===== config.mk =====
export PLATFORM = sky130hd
export DESIGN_NAME = trilevel_cmd_decoder
export DESIGN_NICKNAME = d
export VERILOG_FILES = /design/src/rtl/trilevel_pkg.sv /design/src/rtl/flag_sync.sv /design/src/rtl/level_classify.sv /design/src/rtl/holdoff_fsm.sv /design/src/rtl/trilevel_cmd_decoder.sv
export SDC_FILE = /design/constraint.sdc
export NUM_CORES = 1
export LEC_CHECK = 0
export ABC_AREA = 1
export CAP_MARGIN = 15
export CELL_PAD_IN_SITES_DETAIL_PLACEMENT = 1
export CELL_PAD_IN_SITES_GLOBAL_PLACEMENT = 1
export CORE_ASPECT_RATIO = 1.25
export CORE_MARGIN = 3
export CORE_UTILIZATION = 44
export CTS_CLUSTER_DIAMETER = 50
export DETAILED_ROUTE_END_ITERATION = 6
export DONT_BUFFER_PORTS = 1
export GPL_TIMING_DRIVEN = 1
export PLACE_DENSITY = 0.8
export SLEW_MARGIN = 20
export SYNTH_ARGS = -nofsm -noshare
export SYNTH_HDL_FRONTEND = slang
export SYNTH_SLANG_ARGS = --single-unit

===== constraint.sdc =====
create_clock -name clk -period 1.56 [get_ports clk]
set_input_delay 0.234 -clock clk [delete_from_list [all_inputs] [get_ports clk]]
set_output_delay 0.234 -clock clk [all_outputs]
set_load 0.005 [all_outputs]

===== src/rtl/trilevel_pkg.sv =====
package trilevel_pkg;

    typedef enum logic [1:0] {
        LVL_MID  = 2'b00,
        LVL_LOW  = 2'b01,
        LVL_HIGH = 2'b10
    } level_t;

    typedef enum logic [1:0] {
        CMD_OFF  = 2'b00,
        CMD_LOW  = 2'b01,
        CMD_HIGH = 2'b10
    } cmd_t;

    typedef enum logic [2:0] {
        ST_OFF,
        ST_DRV_HIGH,
        ST_DRV_LOW,
        ST_MID_HIGH,
        ST_MID_LOW
    } dec_state_t;

endpackage


===== src/rtl/flag_sync.sv =====
module flag_sync #(
    parameter int WIDTH  = 2,
    parameter int STAGES = 2
) (
    input  logic             clk,
    input  logic             rst_n,
    input  logic [WIDTH-1:0] din,
    output logic [WIDTH-1:0] dout
);

    logic [WIDTH-1:0] stage_q [STAGES];

    genvar s;
    generate
        for (s = 0; s < STAGES; s++) begin : g_stage
            if (s == 0) begin : g_first
                always_ff @(posedge clk or negedge rst_n) begin
                    if (!rst_n) stage_q[s] <= '0;
                    else        stage_q[s] <= din;
                end
            end else begin : g_next
                always_ff @(posedge clk or negedge rst_n) begin
                    if (!rst_n) stage_q[s] <= '0;
                    else        stage_q[s] <= stage_q[s-1];
                end
            end
        end
    endgenerate

    assign dout = stage_q[STAGES-1];

endmodule


===== src/rtl/level_classify.sv =====
module level_classify
    import trilevel_pkg::*;
(
    input  logic   above_hi,
    input  logic   below_lo,
    output level_t level
);

    always_comb begin
        unique case ({above_hi, below_lo})
            2'b10:   level = LVL_HIGH;
            2'b01:   level = LVL_LOW;
            default: level = LVL_MID;   // 00 or 11: mid window
        endcase
    end

endmodule


===== src/rtl/holdoff_fsm.sv =====
module holdoff_fsm
    import trilevel_pkg::*;
#(
    parameter int HOLD_CYCLES = 36
) (
    input  logic   clk,
    input  logic   rst_n,
    input  level_t level,
    output cmd_t   cmd,
    output logic   tri_flag
);

    localparam int CW = $clog2(HOLD_CYCLES) + 1;
    localparam logic [CW-1:0] LAST_CNT = CW'(HOLD_CYCLES - 1);

    dec_state_t    state_q, state_d;
    logic [CW-1:0] cnt_q, cnt_d;

    // next state and hold-off count
    always_comb begin
        state_d = state_q;
        cnt_d   = cnt_q;
        unique case (state_q)
            ST_OFF: begin
                if (level == LVL_HIGH)     state_d = ST_DRV_HIGH;
                else if (level == LVL_LOW) state_d = ST_DRV_LOW;
            end
            ST_DRV_HIGH, ST_DRV_LOW: begin
                if (level == LVL_HIGH)     state_d = ST_DRV_HIGH;
                else if (level == LVL_LOW) state_d = ST_DRV_LOW;
                else begin
                    state_d = (state_q == ST_DRV_HIGH) ? ST_MID_HIGH : ST_MID_LOW;
                    cnt_d   = CW'(1);
                end
            end
            ST_MID_HIGH, ST_MID_LOW: begin
                if (level == LVL_HIGH)     state_d = ST_DRV_HIGH;
                else if (level == LVL_LOW) state_d = ST_DRV_LOW;
                else if (cnt_q == LAST_CNT) begin
                    state_d = ST_OFF;
                    cnt_d   = '0;
                end else begin
                    cnt_d = cnt_q + CW'(1);
                end
            end
            default: state_d = ST_OFF;
        endcase
    end

    // state register
    always_ff @(posedge clk or negedge rst_n) begin
        if (!rst_n) begin
            state_q <= ST_OFF;
            cnt_q   <= '0;
        end else begin
            state_q <= state_d;
            cnt_q   <= cnt_d;
        end
    end

    // outputs
    always_comb begin
        tri_flag = 1'b0;
        unique case (state_q)
            ST_DRV_HIGH, ST_MID_HIGH: cmd = CMD_HIGH;
            ST_DRV_LOW,  ST_MID_LOW:  cmd = CMD_LOW;
            default: begin
                cmd      = CMD_OFF;
                tri_flag = 1'b1;
            end
        endcase
    end

    a_r2_follow_high: assert property (@(posedge clk) disable iff (!rst_n)
        level == LVL_HIGH |=> cmd == CMD_HIGH);
    a_r2_follow_low: assert property (@(posedge clk) disable iff (!rst_n)
        level == LVL_LOW |=> cmd == CMD_LOW);
    a_r4_mid_no_flip: assert property (@(posedge clk) disable iff (!rst_n)
        (level == LVL_MID && cmd != CMD_OFF) |=> (cmd == $past(cmd) || cmd == CMD_OFF));
    a_r5_off_sticks: assert property (@(posedge clk) disable iff (!rst_n)
        (cmd == CMD_OFF && level == LVL_MID) |=> cmd == CMD_OFF);
    a_r5_count_bound: assert property (@(posedge clk) disable iff (!rst_n)
        cnt_q <= LAST_CNT);
    a_r8_flag_matches: assert property (@(posedge clk) disable iff (!rst_n)
        tri_flag == (cmd == CMD_OFF));
    a_r9_no_both: assert property (@(posedge clk) disable iff (!rst_n)
        cmd != 2'b11);

endmodule


===== src/rtl/trilevel_cmd_decoder.sv =====
module trilevel_cmd_decoder
    import trilevel_pkg::*;
#(
    parameter int HOLD_CYCLES = 36,
    parameter int SYNC_STAGES = 2
) (
    input  logic       clk,
    input  logic       rst_n,
    input  logic       above_hi_async,
    input  logic       below_lo_async,
    output logic [1:0] drive_cmd,
    output logic       tri_off
);

    logic [1:0] flags_sync;
    level_t     level;
    cmd_t       cmd;

    flag_sync #(.WIDTH(2), .STAGES(SYNC_STAGES)) u_sync (
        .clk   (clk),
        .rst_n (rst_n),
        .din   ({above_hi_async, below_lo_async}),
        .dout  (flags_sync)
    );

    level_classify u_class (
        .above_hi (flags_sync[1]),
        .below_lo (flags_sync[0]),
        .level    (level)
    );

    holdoff_fsm #(.HOLD_CYCLES(HOLD_CYCLES)) u_fsm (
        .clk      (clk),
        .rst_n    (rst_n),
        .level    (level),
        .cmd      (cmd),
        .tri_flag (tri_off)
    );

    assign drive_cmd = cmd;

endmodule


Word-level counts from Yosys, hierarchy flattened. Index checks and enable logic that the tools add are counted.

Register bits after elaboration: 14. Input bits: 4. Output and inout bits: 3. Logic and storage cells: 47.

$add $sub $neg: 1. Equal/unequal tests: 15. Muxes and demuxes: 18. Reduce and logical (&&, ||, !) cells: 9.

Operators by type and width (count): 7-bit two-way mux (5); 3-bit two-way mux (8); 7-bit case mux with 2 select lines (1); 3-bit case mux with 3 select lines (1); 2-bit != test (second input constant) (4); 2-bit case mux with 2 select lines (2); 2-bit OR reduction (4); 7-bit by 1-bit adder with 7-bit output (second input constant) (1); 7-bit by 6-bit == test with 1-bit output (second input constant) (1); 3-bit by 2-bit == test with 1-bit output (second input constant) (2); 5-bit AND reduction (1); 2-bit by 1-bit == test with 1-bit output (second input constant) (2); 2-bit == test (second input constant) (2); 4-bit by 1-bit != test with 1-bit output (second input constant) (1); 4-bit OR reduction (1); 3-bit by 1-bit == test with 1-bit output (second input constant) (1); 3-bit == test (second input constant) (1); 3-bit zero test (1); 3-bit by 1-bit != test with 1-bit output (second input constant) (1); 2-bit AND reduction (1); 2-bit nonzero test (1); 1-bit two-way mux (1).

Depth between registers and ports, before layout.
Word-level depth: 6. Mapped depth: 8. Mapped depth without buffers: 8.

Hierarchy. From an unflattened synthesis, not the netlist that was laid out.

Cells, all modules: 121. Area, all modules: 874.6 µm².

By module, submodules not included: holdoff_fsm (times used 1, cells an instance 111, area an instance 744.5 µm², sequential area each 250.2 µm²); flag_sync (times used 1, cells an instance 6, area an instance 115.1 µm², sequential area each 100.1 µm²); level_classify (times used 1, cells an instance 4, area an instance 15.0 µm², sequential area each 0.0 µm²).

Least setup slack after synthesis. OpenSTA, ideal clock, no wires.

Path kind: flip-flop to flip-flop. Start: register u_sync.stage_q (netlist bit u_sync.dout[0]). End: register u_fsm.cnt_q[2]. Setup time: 0.118 ns. Arrival time: 1.210 ns. Data required time: 1.442 ns. Path slack: 0.232 ns. Stages on the path, launching flop included: 9. Buffers on the path: 0. Path through: dfrtp_1 inv_1 ha_1 nor2_1 nand2_1 nor2_4 inv_4 nand2_1 o21ai_2.

Word-level cells in the longest chain between the ends: 5. Elaborated cells between the ends (all ways): 10.

RTL lines: from (decl) (line flag_sync.sv:11) `logic [WIDTH-1:0] stage_q [STAGES];`; from (signal, indexed assignment) (line flag_sync.sv:24) `else stage_q[s] <= stage_q[s-1];`; 2-bit by 1-bit == test with 1-bit output / 2-bit == test (equally long branches) (line level_classify.sv:10) `unique case ({above_hi, below_lo})`; 2-bit case mux with 2 select lines (*) (line level_classify.sv:10); 2-bit == test / 2-bit by 1-bit == test with 1-bit output (equally long branches); 2-bit != test (no line); 5-bit AND reduction (no line) (*); to (signal assigned) (line holdoff_fsm.sv:57) `cnt_q <= cnt_d;`; to (decl) (line holdoff_fsm.sv:17) `logic [CW-1:0] cnt_q, cnt_d;`.

Every way passes the cells marked *; elsewhere a longest branch is shown, timed or not. A chain may end at the register's enable or synchronous reset.

Worst setup path after layout.
Start: register u_fsm.state_q[1]. End: output port tri_off.

Word-level cells in the longest chain between the ends: 3. Elaborated cells between the ends (all ways): 6.

RTL lines: from (decl) (line holdoff_fsm.sv:16) `dec_state_t state_q, state_d;`; from (signal assigned) (line holdoff_fsm.sv:56) `state_q <= state_d;`; 3-bit by 2-bit == test with 1-bit output, or another cell as far along (line holdoff_fsm.sv:64) `unique case (state_q)`; 4-bit OR reduction (no line) (*); 1-bit two-way mux (*) (line holdoff_fsm.sv:64); to (decl) (line trilevel_cmd_decoder.sv:12) `output logic tri_off`.

Marked as above.

==> run metrics <==
post-synthesis async set-or-reset flop share=1.00; Yosys top cell area share=0.427; skew final=0.00128 ns; CTS Sinks=14; f_max=roughly 700 MHz; HPWL Detailed=around 1400 um; Initial Utilization=0.494; ant diodes=0; most frequent cell after synthesis=nand2_1; Finish-stage setup viols=0; Core Box Area=1660 sq um; H-tree depth=1; synth warn=0; Max stage delay cell, worst path=dfrtp_1; max cap viols=0; Die Width=between 40 and 50 um; total gr overflow=0; vias in the first global route=about 680; Post-route DRC=0; net count after synthesis=110; DIE HEIGHT=roughly 54 um; Setup Fix Bufs, Post-CTS=0; clock latency on the worst-skew pair=~0.28 ns; total wire length=between 1500 and 2000 um; GRT Resource Usage Total=0.182; Final TNS setup=0 ns; Die ar.=~2400 sq um; count of pins over their slew limit=0; Buffers & Inverters on Critical Path=0; footprint of the multi-input gates=approximately 420 sq um; largest net degree at the start of global routing=15; Synth top cells by count=nand2_1 (29), nand3_1 (15), dfrtp_1 (14); Top delay family on crit path=flip-flops; Synth area leader=dfrtp_1; Area growth, synth to finish=12.7%; Fin. Hold Viols=0; top_reg_cell synth=dfrtp_1; Worst Setup Slack post-DPL=0.158 ns; first-pass detailed-route iteration total=4; Syn Std Cell Area=about 820 sq um; total CTS buffers=3; FF+latch count, synth=14; nets@finish=119; DR vias/cell=5.34; Cells after Synth=slightly above 100; PnR worst setup slack=approximately 0.13 ns; synthesized area per cell=a little over 8 sq um; min Tclk post-route=approximately 1.4 ns; IO Pins=7; Routed WL per cell=14.2 um; Worst EP arrival=1.19 ns; Tcrit/Tclk final=0.914; register area=between 300 and 400 sq um; largest fanout on the critical path=6; WS Path Type=flop to primary output; initial antenna violation count=0; 1st-iter DRT viols=4; IO buf count=0; clk buf depth=2; Max-Slew Margin vs Limit=0.559; critical path endpoint category=primary output; crit-path cells=nor2_4 -> nand2_2 -> nand2_1 -> nor2_1; Setup crit start kind=flop; worst-margin pin slew=0.659 ns; layout cells sized above 1=0.173; first-pass GRT wire length=about 3100 um; vias=between 600 and 700; number of flops mapped to enable cells by yosys=0; largest cells by area after synthesis=dfrtp_1 (43%), nand2_1 (13%), nand3_1 (9.1%); root buf cell=clkbuf_4; Leak=between 0.4 and 0.5 nW; worst endpoint required time=1.33 ns; Pwr Density=about 1500 nW/um^2; register area share after synthesis=0.427; routability congestion estimate from global placement=0.784; unrepaired setup endpoints after global routing=false; standard-cell row count=16; max incr delay on CP=~0.47 ns; TritonCTS clock tree=done; Reg clk slew, reported paths=0.09 ns; Max VDD drop=694 uV; fill count=~210; hold crit path type=flop to flop; Synth cell types=20; Post-DRT Antenna Nets=0; outcome=complete, no violations
[cells in the final DEF (no fill, tap or decap), types with 3 or more instances in the layout]
cell	synthesis	final
inv_1	12	12
dlygate4sd3_1	0	3
nand3_1	15	15
nand2_1	29	29
dfrtp_1	14	14
clkbuf_4	0	3
ha_1	4	4
xor2_1	4	4
nor2_2	3	3
nor2_1	7	6
[kinds of logic (layout without fill, tap and decap cells)]
group / Yosys count / count (layout) / synth area share
AND/OR/NAND/NOR: 60 / 60 / 0.355
XOR/XNOR: 4 / 4 / 0.0427
adder cells (fa/ha/maj): 4 / 4 / 0.0610
AO/OA/AOI/OAI: 6 / 6 / 0.0472
buffers and inverters: 14 / 22 / 0.0671
flip-flops: 14 / 14 / 0.427
[routing by layer]
metal	GRT usage	wire length [um]
met5	0	0
met3	0.0197	48
met4	0.0905	36
met2	0.316	926
met1	0.220	803
[state kept, by name, indices dropped and copies added (netlist names)]
name	count
u_fsm.cnt_q	7
u_fsm.state_q	3
u_sync.dout	2
u_sync.stage_q	2
[what timing repair did]
action	in CTS	in global routing
setup endpoints to repair	0	2
endpoints found under the hold margin	16	0
resized for setup	0	2
hold buffers	3	0
[stage by stage]
step / total power, mW / std cells / area (sq um) / hold slack, ns / utilization
floorplan: 0.950 / 102 / 821 / -0.0616 / -
global placement: 1.06 / 121 / 851 / -0.0612 / 0.512
detailed placement: 1.10 / 121 / 851 / -0.0613 / 0.512
CTS: 1.38 / 128 / 917 / 0.360 / 0.552
global route: 1.50 / 128 / 925 / 0.365 / 0.556
finish: 1.39 / 128 / 925 / 0.358 / 0.556
[power by group]
group | total (mW) | switching (mW) | internal (mW) | leakage [nW]
Sequential | 0.526 | 0.0933 | 0.433 | 0.179
Combinational | 0.593 | 0.401 | 0.192 | 0.287
Clock | 0.269 | 0.127 | 0.142 | 0.0210
[final timing paths]
path | from | endpoint | slack (ns) | cells past startpoint
setup / recovery | u_fsm.state_q[1] | tri_off | 0.13 | 4
hold reg to reg | u_sync.stage_q[3] | u_sync.dout[1] | 0.36 | 0
max in group asynchronous | rst_n | u_fsm.cnt_q[1] | 0.73 | 1
min in group asynchronous | rst_n | u_fsm.state_q[1] | 0.41 | 1
setup reg to reg | u_sync.dout[0] | u_fsm.cnt_q[2] | 0.17 | 8
hold / removal | u_sync.stage_q[3] | u_sync.dout[1] | 0.36 | 0
[final cells by class]
cell class	instances	share of cell area
clock buffers	4	0.0392
inverters	14	0.0595
multi-input cells	74	0.457
flip-flops and latches	14	0.379
well taps	18	0.0244
repair buffers	4	0.0406
Power figures use the tool's default switching activity.
